$ cat config.mk
export PLATFORM = sky130hd
export DESIGN_NAME = wdt_top
export DESIGN_NICKNAME = d
export VERILOG_FILES = /design/src/rtl/wdt_pkg.sv /design/src/rtl/wdt_prescaler.sv /design/src/rtl/wdt_countdown.sv /design/src/rtl/wdt_regs.sv /design/src/rtl/wdt_top.sv
export SDC_FILE = /design/constraint.sdc
export NUM_CORES = 1
export LEC_CHECK = 0
export CORE_MARGIN = 2
export CORE_UTILIZATION = 30
export CTS_CLUSTER_SIZE = 14
export DETAILED_ROUTE_END_ITERATION = 12
export HOLD_SLACK_MARGIN = 0.03
export MAX_ROUTING_LAYER = met4
export PLACE_DENSITY = 0.49
export SLEW_MARGIN = 20
export SYNTH_ARGS = -nofsm -noshare
export SYNTH_HDL_FRONTEND = slang
export SYNTH_SLANG_ARGS = --single-unit
$ cat constraint.sdc
create_clock -name clk -period 2.72 [get_ports clk]
set_input_delay 0.272 -clock clk [delete_from_list [all_inputs] [get_ports clk]]
set_output_delay 0.272 -clock clk [all_outputs]
set_load 0.005 [all_outputs]
$ cat src/rtl/wdt_pkg.sv
package wdt_pkg;

  typedef enum logic [1:0] {
    RES_32US  = 2'd0,
    RES_10MS  = 2'd1,
    RES_100MS = 2'd2,
    RES_1S    = 2'd3
  } res_e;

  localparam logic [1:0] ADDR_CTRL  = 2'd0;
  localparam logic [1:0] ADDR_COUNT = 2'd1;
  localparam logic [1:0] ADDR_CFG   = 2'd2;

  localparam int CTL_RUN   = 0;
  localparam int CTL_TRIG  = 1;
  localparam int CTL_FIRED = 2;
  localparam int CTL_ACT   = 3;
  localparam int CFG_EN    = 0;
  localparam int CFG_RES   = 1;

  // clocks per tick for a resolution code
  function automatic int unsigned res_div(input int unsigned code, input int unsigned clk_hz);
    case (code)
      0:       return clk_hz / 31250;
      1:       return clk_hz / 100;
      2:       return clk_hz / 10;
      default: return clk_hz;
    endcase
  endfunction

endpackage

$ cat src/rtl/wdt_prescaler.sv
module wdt_prescaler
  import wdt_pkg::*;
#(
  parameter int unsigned CLK_HZ = 62500,
  parameter int unsigned CNT_W  = 17
) (
  input  logic       clk,
  input  logic       rst_n,
  input  logic       active_i,
  input  logic       restart_i,
  input  res_e       res_i,
  output logic       tick_o
);

  localparam int NRES = 4;

  logic [CNT_W-1:0] div_tab [NRES];
  logic [CNT_W-1:0] pre_q;
  logic [CNT_W-1:0] last_val;

  for (genvar g = 0; g < NRES; g++) begin : g_div
    assign div_tab[g] = CNT_W'(res_div(g, CLK_HZ) - 1);
  end

  assign last_val = div_tab[res_i];
  assign tick_o   = active_i && !restart_i && (pre_q == last_val);

  always_ff @(posedge clk or negedge rst_n) begin
    if (!rst_n)                    pre_q <= '0;
    else if (restart_i || !active_i || tick_o) pre_q <= '0;
    else                           pre_q <= pre_q + 1'b1;
  end

endmodule

$ cat src/rtl/wdt_countdown.sv
module wdt_countdown #(
  parameter int unsigned TMO_W = 16
) (
  input  logic             clk,
  input  logic             rst_n,
  input  logic             load_i,
  input  logic [TMO_W-1:0] load_val_i,
  input  logic             active_i,
  input  logic             tick_i,
  output logic [TMO_W-1:0] remain_o,
  output logic             expire_o
);

  logic [TMO_W-1:0] cnt_q;
  logic             exp_q;

  always_ff @(posedge clk or negedge rst_n) begin
    if (!rst_n) begin
      cnt_q <= '0;
      exp_q <= 1'b0;
    end else begin
      exp_q <= 1'b0;
      if (load_i) begin
        cnt_q <= load_val_i;
      end else if (active_i && tick_i && cnt_q != '0) begin
        cnt_q <= cnt_q - 1'b1;
        if (cnt_q == TMO_W'(1)) exp_q <= 1'b1;
      end
    end
  end

  assign remain_o = cnt_q;
  assign expire_o = exp_q;


  hold_when_idle_chk: assert property (@(posedge clk) disable iff (!rst_n)
    (!(active_i && tick_i) && !load_i) |=> $stable(cnt_q));


  zero_at_expiry_chk: assert property (@(posedge clk) disable iff (!rst_n)
    exp_q |-> (cnt_q == '0));

endmodule

$ cat src/rtl/wdt_regs.sv
module wdt_regs
  import wdt_pkg::*;
#(
  parameter int unsigned DATA_W      = 32,
  parameter int unsigned TMO_W       = 16,
  parameter logic [15:0] DEF_TIMEOUT = 16'd100,
  parameter res_e        DEF_RES     = RES_1S
) (
  input  logic              clk,
  input  logic              rst_n,
  input  logic              por_n,
  input  logic [1:0]        bus_addr,
  input  logic              bus_we,
  input  logic [DATA_W-1:0] bus_wdata,
  output logic [DATA_W-1:0] bus_rdata,
  input  logic [TMO_W-1:0]  remain_i,
  input  logic              expire_i,
  output logic              active_o,
  output logic              action_o,
  output res_e              res_o,
  output logic [TMO_W-1:0]  timeout_o,
  output logic              load_o,
  output logic              restart_o
);

  logic run_q, act_q, en_q, fired_q;
  res_e res_q;
  logic [TMO_W-1:0] tmo_q;
  logic wr_ctrl, wr_cnt, wr_cfg, fired_clr;
  res_e res_new;
  logic unused_wdata_bits;

  assign wr_ctrl   = bus_we && bus_addr == ADDR_CTRL;
  assign wr_cnt    = bus_we && bus_addr == ADDR_COUNT;
  assign wr_cfg    = bus_we && bus_addr == ADDR_CFG;
  assign fired_clr = wr_ctrl && bus_wdata[CTL_FIRED];
  assign res_new   = res_e'(bus_wdata[CFG_RES +: 2]);
  assign unused_wdata_bits = ^bus_wdata[DATA_W-1:TMO_W];

  always_ff @(posedge clk or negedge rst_n) begin
    if (!rst_n) begin
      run_q <= 1'b0;
      act_q <= 1'b0;
      en_q  <= 1'b0;
      res_q <= DEF_RES;
      tmo_q <= TMO_W'(DEF_TIMEOUT);
    end else begin
      if (wr_ctrl) begin
        run_q <= bus_wdata[CTL_RUN];
        act_q <= bus_wdata[CTL_ACT];
      end
      if (wr_cnt) tmo_q <= bus_wdata[TMO_W-1:0];
      if (wr_cfg) begin
        en_q  <= bus_wdata[CFG_EN];
        res_q <= res_new;
      end
    end
  end

  // sticky flag on the power-on reset only
  always_ff @(posedge clk or negedge por_n) begin
    if (!por_n)         fired_q <= 1'b0;
    else if (expire_i)  fired_q <= 1'b1;
    else if (fired_clr) fired_q <= 1'b0;
  end

  assign load_o    = wr_ctrl && bus_wdata[CTL_TRIG] && en_q;
  assign restart_o = load_o || (wr_cfg && res_new != res_q);
  assign active_o  = en_q && run_q;
  assign action_o  = act_q;
  assign res_o     = res_q;
  assign timeout_o = tmo_q;

  always_comb begin
    case (bus_addr)
      ADDR_CTRL:  bus_rdata = DATA_W'({act_q, fired_q, 1'b0, run_q});
      ADDR_COUNT: bus_rdata = DATA_W'(remain_i);
      ADDR_CFG:   bus_rdata = DATA_W'({res_q, en_q});
      default:    bus_rdata = '0;
    endcase
  end


  fired_follows_expiry_chk: assert property (@(posedge clk) disable iff (!por_n)
    expire_i |=> fired_q);


  fired_sticky_chk: assert property (@(posedge clk) disable iff (!por_n)
    (fired_q && !fired_clr) |=> fired_q);

endmodule

$ cat src/rtl/wdt_top.sv
module wdt_top
  import wdt_pkg::*;
#(
  parameter int unsigned CLK_HZ      = 62500,
  parameter int unsigned DATA_W      = 32,
  parameter int unsigned TMO_W       = 16,
  parameter logic [15:0] DEF_TIMEOUT = 16'd100,
  parameter res_e        DEF_RES     = RES_1S
) (
  input  logic              clk,
  input  logic              por_n,
  input  logic              sys_rst_n,
  input  logic [1:0]        bus_addr,
  input  logic              bus_we,
  input  logic [DATA_W-1:0] bus_wdata,
  output logic [DATA_W-1:0] bus_rdata,
  output logic              reset_req,
  output logic              shutdown_req
);

  localparam int unsigned PRE_W = $clog2(CLK_HZ) + 1;

  logic rst_n;
  logic active, action, load, restart, tick, expire;
  res_e res;
  logic [TMO_W-1:0] timeout, remain;

  assign rst_n = por_n & sys_rst_n;

  wdt_regs #(
    .DATA_W(DATA_W), .TMO_W(TMO_W), .DEF_TIMEOUT(DEF_TIMEOUT), .DEF_RES(DEF_RES)
  ) u_regs (
    .clk(clk), .rst_n(rst_n), .por_n(por_n),
    .bus_addr(bus_addr), .bus_we(bus_we), .bus_wdata(bus_wdata), .bus_rdata(bus_rdata),
    .remain_i(remain), .expire_i(expire),
    .active_o(active), .action_o(action), .res_o(res), .timeout_o(timeout),
    .load_o(load), .restart_o(restart)
  );

  wdt_prescaler #(.CLK_HZ(CLK_HZ), .CNT_W(PRE_W)) u_pre (
    .clk(clk), .rst_n(rst_n), .active_i(active), .restart_i(restart),
    .res_i(res), .tick_o(tick)
  );

  wdt_countdown #(.TMO_W(TMO_W)) u_cnt (
    .clk(clk), .rst_n(rst_n), .load_i(load), .load_val_i(timeout),
    .active_i(active), .tick_i(tick), .remain_o(remain), .expire_o(expire)
  );

  assign reset_req    = expire && !action;
  assign shutdown_req = expire &&  action;


  req_single_cycle_chk: assert property (@(posedge clk) disable iff (!rst_n)
    (reset_req || shutdown_req) |=> !(reset_req || shutdown_req));

endmodule

After elaboration in Yosys (flattened, before gate mapping)
Cells that the tools add are included.
Operators by class
  multipliers: 0
  order comparisons: 1
  bitwise gates (word level): 2
  add/sub/neg operators: 2
  shift operators: 0
  eq/ne operators: 5
  reduce and logical (&&, ||, !) cells: 24
  div/mod/pow operators: 0
  multiplexer cells: 12
Operator list (number)
  two-way mux 17 bit: 3
  one-hot mux 16 bit (3 select lines): 1
  binary-select mux 17 bit (select 2 bit): 1
  two-way mux 16 bit: 2
  adder 17 x 1 -> 17 bit (second input constant): 1
  equality test 17 bit: 1
  equality test 16 x 1 -> 1 bit (second input constant): 1
  nonzero test 16 bit: 1
  subtractor 16 x 1 -> 16 bit (second input constant): 1
  logical AND 1 bit: 14
  two-way mux 1 bit: 5
  nonzero test 2 bit: 2
  greater-or-equal comparator 3 bit (second input constant): 1
  zero test 1 bit: 3
  logical OR 1 bit: 3
  NOT 2 -> 3 bit: 1
  equality test 2 x 1 -> 1 bit (second input constant): 1
  equality test 2 bit (second input constant): 1
  zero test 2 bit: 1
  != test 2 bit: 1
  bitwise AND 1 bit: 1
Word-level totals
  ROM bits: 0
  memory bits (writable): 0
  logic and storage cells: 55
  bits of input ports: 38
  latch bits: 0
  output and inout bits: 34
  memories: 0
  register bits: 56

Depth between registers and ports, before layout
Gate-level depths: netlist of run 1.
  word-level depth: 12
  gate-level depth with buffers: 10

By module
Synthesis of run 1 repeated with hierarchy kept, for this count alone.
Second synthesis, totals
  cell total of the unflattened synthesis: 329
  area, all modules: 3393.3 um^2
Modules (own cells, without submodules)
  wdt_regs: times used 1, cells each 97, area each 1229.9 um^2
  wdt_countdown: times used 1, cells each 122, area each 1099.8 um^2
  wdt_prescaler: times used 1, cells each 107, area each 1041.0 um^2
  wdt_top: times used 1, cells each 3, area each 22.5 um^2

Least setup slack after synthesis of run 1
Ideal clock, no wire load.
  kind: reg-to-reg
  from: register u_regs.res_q[1] (netlist: u_regs.res_o[1])
  to: register u_cnt.cnt_q[10] (netlist: u_cnt.remain_o[10])
  required time: 2602 ps
  stages on the path, launching flop included: 10
  slack: 417 ps
  arrival time: 2185 ps
  setup time: 118 ps
  cell sequence: dfstp_2 -> inv_1 -> ha_1 -> xnor2_1 -> nor3b_1 -> and4bb_1 -> and3_1 -> buf_6 -> mux2_4 -> a21o_1
Between the ends
  longest elaborated chain between the ends: 9
RTL lines
  start: declaration: RTL line wdt_regs.sv:27  | res_e res_q;
  start signal: assignment: RTL line wdt_regs.sv:55  | res_q <= res_new;
  NOT 2 -> 3 bit (implied by the code) or != test 2 bit (tied branches): RTL line wdt_prescaler.sv:25, wdt_regs.sv:68
  binary-select mux 17 bit (select 2 bit) or logical AND 1 bit (tied branches): RTL line wdt_prescaler.sv:25, wdt_regs.sv:68
  two-way mux 17 bit (implied by the code) or logical OR 1 bit (tied branches): RTL line wdt_prescaler.sv:25, wdt_regs.sv:68
  two-way mux 17 bit (implied by the code) or zero test 1 bit (tied branches): RTL line wdt_prescaler.sv:25, wdt_prescaler.sv:26
  equality test 17 bit or logical AND 1 bit (tied branches): RTL line wdt_prescaler.sv:26  | assign tick_o = active_i && !restart_i && (pre_q == last_val);
  logical AND 1 bit *: RTL line wdt_prescaler.sv:26
  logical AND 1 bit * (2 in series): RTL line wdt_countdown.sv:25  | end else if (active_i && tick_i && cnt_q != '0) begin
  nonzero test 2 bit (no source line) *
  end signal: assignment: RTL line wdt_countdown.sv:24  | cnt_q <= load_val_i;
  end signal: assignment: RTL line wdt_countdown.sv:26  | cnt_q <= cnt_q - 1'b1;
  end: declaration: RTL line wdt_countdown.sv:14  | logic [TMO_W-1:0] cnt_q;
Mark *: on every way between the ends. The rest lies on a longest branch, timed or not. The select of a mux whose other input is x is not followed.
A chain may end at the register's enable or synchronous reset.

Final worst setup path of run 1
  from: register u_regs.res_q[0] (netlist: u_regs.res_o[0])
  to: register u_cnt.cnt_q[14] (netlist: u_cnt.remain_o[14])
The elaborated chain is that of the path after synthesis.

==> results of run 1 <==
-- repair_timing --
item / CTS / global route
resized for setup: 0 / 2
endpoints found under the setup margin: 0 / 2
endpoints found under the hold margin: 0 / 0
setup buffers: 0 / 5
-- flip-flops by register name (all words and copies together) (netlist names) --
register	flops
u_pre.pre_q	17
u_cnt.remain_o	16
u_regs.timeout_o	16
u_regs.res_o	2
u_cnt.expire_o	1
u_regs.action_o	1
u_regs.en_q	1
u_regs.fired_q	1
u_regs.run_q	1
-- logic make-up after synthesis --
group	count (synthesis)	synth area share, %
buffers and inverters	39	7.46
and+or+nand+nor	137	22.3
xor gates and xnor gates	21	5.60
other	1	0.114
DFF	56	42.8
muxes	30	10.2
AOI/OAI and AO/OA	37	8.38
adders and majority gates	8	3.05
-- per-stage QoR --
step	utilization (%)	area, um^2
global route	36.5	3920
CTS	36.1	3880
finish	36.5	3920
detailed placement	35.3	3790
global placement	35.3	3790
floorplan	-	3340
-- power by group through the flow --
stage / Combinational, W / Clock [W] / Sequential, W
global placement: 0.000570 / 0 / 0.00124
global route: 0.000677 / 0.000535 / 0.00125
CTS: 0.000586 / 0.000498 / 0.00123
detailed placement: 0.000578 / 0 / 0.00124
finish: 0.000606 / 0.000475 / 0.00123
floorplan: 0.000430 / 0 / 0.00115
-- per-layer routing --
metal  up-vias  track usage (%)  routed length (um)
met5         -                -                   0
met4         0             3.02                  67
met3         7             2.51                 220
met2        58             22.6                3740
met1      1212             18.3                3540
li1       1220                -                   -
-- worst max path at each step --
stage / end / slack, ns / depth (start not counted)
after detailed placement: u_cnt.remain_o[7]$_DFFE_PN0P_ / 0.16 / 9
after floorplan: u_cnt.remain_o[10]$_DFFE_PN0P_ / 0.42 / 9
after CTS: u_cnt.remain_o[7]$_DFFE_PN0P_ / 0.14 / 9
after global routing: u_cnt.remain_o[14]$_DFFE_PN0P_ / 0.02 / 9
after global placement: u_cnt.remain_o[14]$_DFFE_PN0P_ / 0.22 / 9
final: u_cnt.remain_o[14]$_DFFE_PN0P_ / 0.21 / 9
-- layout make-up --
class                           instances  area share (%)
Sequential cell                        56            35.9
Timing Repair Buffer                   56            13.2
Inverter                               10           0.958
Multi-Input combinational cell        249            43.2
Clock buffer                            6            1.85
Tap cell                              140            4.47
Clock inverter                          2           0.415
-- cells in the final DEF, fill, tap and decap left out, drive strengths merged, types with 5 or more instances in the layout --
master / n
dfrtp: 51
a21oi: 5
mux2: 23
clkdlybuf4s50: 39
mux2i: 7
inv: 10
xnor2: 12
nand3: 12
o211ai: 5
ha: 8
xor2: 9
clkbuf: 6
nor3: 11
and2: 15
buf: 17
dfstp: 5
nor4: 8
and3: 6
or3: 6
nand4: 8
nor2: 29
nand2: 31
conb: 16
-- worst max-delay path, cell delays in order, from the launching register on --
cell and delay [ns]:
dfstp_2 0.57, inv_1 0.07, ha_1 0.31, xnor2_1 0.20, nor3b_1 0.18, and4bb_1 0.25, nand3_1 0.10, buf_4 0.19
or4_1 0.49, nand3_1 0.09
==> results.cfg, run 1 <==
[outcome]
status = finished, final reports clean

[pwr]
switching_power_w = 0.000793
share_seq_of_total_power_pct = 53.2
power.leakage_nw = 1.63
powerDensity_mw_per_mm2 = 589
clock_power_share_pct = 20.6
power.share.switching_pct = 34.4
p_int_w = 0.00151
vdd_drop_max_mv = 0.319
combPwrFrac_pct = 26.3
finalPower_w = 0.00231

[placement]
port_buffers = 39
dp.final_hpwl_mm = 5.39
dp.cells = 506
gp_congestion = 0.769
pre_cts_slack_ns = 0.157

[sta]
min_period_ns = 2.51
fin_setup_tns_ns = 0
drv_slew = 0
skew_ns = 0.00951
setup_viol_count_final = 0
min_period_over_period_pct = 92.1
whs_ns = 0.0991
setup_ws_ns = 0.214
clock.fmax_mhz = 399
slew-limit-headroom_pct = 52.1
rsz0062_at_grt = false
worst_slew_pin_slew_ns = 0.719
finalHoldViolations = 0

[die]
die_x_um = 109
dieArea_mm2 = 0.0118
start_util_pct = 30.6
core.rowCount = 38
coreArea_mm2 = 0.0107
ios = 72
fp.dieH_um = 109

[final_layout]
fillers = 1135
multi_input_area_mm2 = 0.00169
layout.nets = 424
drive_gt1_share_pct = 16.4
final_cell_count_no_fill = 519
regArea_mm2 = 0.00141
antenna_cells = 0
area_delta_synth_final_pct = 19.3

[yosys]
ys.flop_type = dfrtp_1
synth_top_area_cell = dfrtp_1
syn-cell-area_mm2 = 0.00329
syn_area_per_cell_um2 = 9.99
synth_common_cells = dfrtp_1, nand2_1, nor2_1
yosysSeqAreaShare_pct = 42.8
ys_warn_count = 0
synthTopCellsByArea = dfrtp_1, mux2_2, dfstp_2
async_flop_share_pct = 100
yosys.cell_count.top_type = dfrtp_1
yosysUniqueCellTypes = 56
synthCells = 329
synth_top_area_share_pct = 38.8
ys_ff_latch = 56
synth-edff-count = 0

[route]
wl_per_cell_um = 14.6
drc = 0
drtPass1Iterations = 4
post_drt_via_cell_ratio = 4.81
drt_iter0_drc = 79
routed-via-count = 2497
postRouteAntennaNets = 0
wirelength_mm = 7.57

[setup_path]
cp-startpoint = u_regs.res_o[0]$_DFFE_PN1P_
worst_ep_arrival_time_ns = 2.76
required_ns = 2.98
rr_startpoint = u_regs.res_o[0]$_DFFE_PN1P_
critPathKind = reg2reg
cp-start-kind = register
r2r_end = u_cnt.remain_o[14]$_DFFE_PN0P_
rrSetupSlack_ns = 0.21
crit_fanout = 10
endpoint_kind = register
r2r_cells = 9

[global_routing]
grt_use_total_pct = 13.9
grt_pass1_vias = 2518
grt_max_degree = 56
grt.overflow.total = 0
grt_pass1_wl_mm = 12.5
antenna_found_initial = 0

[clock_network]
clk_pin_slew_worst_paths_ns = 0.10
hold_buffers = 0
cts.sink_count = 56
clock_latency_ns = 0.32
cts_made_buffers = 5
cts_tree = done
htreeDepth = 2
root_buffer = clkbuf_8
clockBufferDepth = 2

[worst_hold_path]
hold_path_class = in2async

[run]
maxCapViolations = 0
Note: power is estimated with default switching activity, not from simulation.
==> run 2: changes to the inputs <==
SYNTH_HIERARCHICAL = 1   (was not set)
==> results.cfg, run 2 <==
[sta]
worst_slew_pin_slew_ns = 0.708
finalHoldViolations = 0
setup_viol_count_final = 3
min_period_ns = 2.80
skew_ns = 0.00461
clock.fmax_mhz = 358
setup_ws_ns = -0.0758
fin_setup_tns_ns = -0.129
rsz0062_at_grt = true
whs_ns = 0.136
drv_slew = 0
min_period_over_period_pct = 103
slew-limit-headroom_pct = 52.8

[outcome]
violations = negative setup slack
status = finished with violations

[die]
coreArea_mm2 = 0.0109
die_x_um = 110
start_util_pct = 31.0
core.rowCount = 38
dieArea_mm2 = 0.0122
ios = 72
fp.dieH_um = 110

[route]
wirelength_mm = 8.14
wl_met3_um = 228
post_drt_via_cell_ratio = 4.98
wl_met2_mm = 3.92
drt_iter0_drc = 104
routed-via-count = 2652
drt-met1-wl_mm = 3.89
postRouteAntennaNets = 0
wl_per_cell_um = 15.3
drtPass1Iterations = 4
top_layer_used = met4
drc = 0

[global_routing]
grt_max_degree = 28
grt_pass1_vias = 2702
grt_use_total_pct = 14.8
grt.overflow.total = 0
antenna_found_initial = 0
grt_pass1_wl_mm = 13.6

[final_layout]
fin_util_pct = 39.9
top_register = u_pre/pre_q
antenna_cells = 0
area_delta_synth_final_pct = 28.7
layout.nets = 437
final_common_cell = dfrtp_1
drive_gt1_share_pct = 26.5
final_cell_mix = dfrtp_1, clkdlybuf4s50_1, buf_4
fillers = 1082
largest_reg_flops = 17

[yosys]
synth-edff-count = 0
syn_area_per_cell_um2 = 10.3
synth_common_cells = dfrtp_1, nor3_1, nand2_1
yosys.cell_count.top_type = dfrtp_1
synth_top_area_cell = dfrtp_1
synthTopCellsByArea = dfrtp_1, mux2_4, mux2_2
ys.flop_type = dfrtp_1
ys_warn_count = 6
async_flop_share_pct = 100
synth_top_area_share_pct = 37.6
synthCells = 329
syn-cell-area_mm2 = 0.00339
yosysSeqAreaShare_pct = 41.5
yosysUniqueCellTypes = 57
ys_ff_latch = 56

[placement]
port_buffers = 39
gp_congestion = 0.775
dp.final_hpwl_mm = 5.74
pre_cts_slack_ns = -0.141

[clock_network]
clockBufferDepth = 2
root_buffer = clkbuf_16
clock_latency_ns = 0.29
clk_pin_slew_worst_paths_ns = 0.07
htreeDepth = 2
cts.sink_count = 56
cts_tree = done
hold_buffers = 0
cts_made_buffers = 5

[setup_path]
cp-start-kind = register
r2r_cells = 11
crit_fanout = 4
critPathKind = reg2reg
rrSetupSlack_ns = -0.08
rr_startpoint = u_regs/res_o[1]$_DFFE_PN1P_
endpoint_kind = register
r2r_end = u_cnt/remain_o[7]$_DFFE_PN0P_
worst_ep_arrival_time_ns = 2.98
required_ns = 2.90

[pwr]
vdd_drop_max_mv = 0.252
power.leakage_nw = 1.81
powerDensity_mw_per_mm2 = 627

[worst_hold_path]
hold_path_class = in2async

[run]
maxCapViolations = 0
==> run 2: cell count changes after synthesis, moves of 6 or more <==
cell,previous run,this run
mux2_2,21,12
or4_1,1,8
nor2_1,29,14
nor3_1,10,20
mux2_4,2,10
clkbuf_1,4,12
a31oi_1,2,8
nand2_1,30,17
==> run 2: critical path, cell delays in order (launching register included) <==
cell and delay [ns]:
dfstp_2 0.58, buf_6 0.11, buf_6 0.10, ha_4 0.12
and3_4 0.18, nor2_2 0.05, nor4_4 0.29, and3b_2 0.26
nand2_2 0.09, or4_4 0.43, o31a_1 0.25, o31a_1 0.23
==> run 2: final cells by class <==
| class | count | area, um^2 | share of cell area, % |
|---|---|---|---|
| clock inverters | 2 | 60.1 | 1.37 |
| inverters | 7 | 26.3 | 0.602 |
| flip-flops and latches | 56 | 1410 | 32.2 |
| multi-input cells | 250 | 1910 | 43.7 |
| repair buffers | 72 | 662 | 15.2 |
| well taps | 140 | 175 | 4.01 |
| clock buffers | 6 | 129 | 2.95 |
==> run 2: logic make-up (layout without fill, tap and decap cells) <==
kind of cell | Yosys count | after routing | synth area share, %
simple gates | 140 | 140 | 25.6
flops | 56 | 56 | 41.5
compound gates | 42 | 42 | 8.89
buf+inv | 38 | 87 | 6.90
mux | 25 | 25 | 9.29
xor+xnor | 20 | 20 | 5.16
fa+ha+maj | 7 | 7 | 2.58
other cells | 1 | 16 | 0.111
==> run 2: how the worst max path moves through the flow <==
stage / startpoint / endpoint / slack [ns]
2_1_floorplan: u_pre/pre_q[10]$_DFF_PN0_ / u_cnt/remain_o[7]$_DFFE_PN0P_ / -0.08
3_3_place_gp: u_regs/res_o[1]$_DFFE_PN1P_ / u_cnt/remain_o[15]$_DFFE_PN0P_ / -0.09
3_5_place_dp: u_regs/res_o[0]$_DFFE_PN1P_ / u_cnt/remain_o[15]$_DFFE_PN0P_ / -0.14
4_1_cts: u_regs/res_o[1]$_DFFE_PN1P_ / u_cnt/remain_o[7]$_DFFE_PN0P_ / -0.03
5_1_grt: u_regs/res_o[1]$_DFFE_PN1P_ / u_cnt/remain_o[7]$_DFFE_PN0P_ / -0.19
6_report: u_regs/res_o[1]$_DFFE_PN1P_ / u_cnt/remain_o[7]$_DFFE_PN0P_ / -0.08
==> run 2: what timing repair did <==
action	in CTS	in global routing
gates resized for setup	15	11
setup endpoints to repair	10	12
setup buffers	2	3
endpoints found under the hold margin	0	0
cloned	0	0
pin swaps	2	7
==> run 2: per-layer routing <==
layer / GRT usage [%] / up-vias
met3: 2.53 / 9
met2: 23.9 / 50
met4: 4.02 / 0
li1: - / 1293
met5: - / -
met1: 19.3 / 1300
==> run 2: report_power, final <==
part / leakage, nW / internal, W / total, W / switching (W)
Clock: 0.0911 / 0.000529 / 0.000835 / 0.000307
Sequential: 0.709 / 0.00100 / 0.00123 / 0.000231
Combinational: 1.01 / 0.000384 / 0.000670 / 0.000287
==> run 2: stage by stage <==
step | instance area [um^2] | instances | total power, W
2_1_floorplan | 3470 | 344 | 0.00161
3_3_place_gp | 4040 | 520 | 0.00185
3_5_place_dp | 4040 | 520 | 0.00186
4_1_cts | 4300 | 530 | 0.00275
5_1_grt | 4370 | 533 | 0.00292
6_report | 4370 | 533 | 0.00274
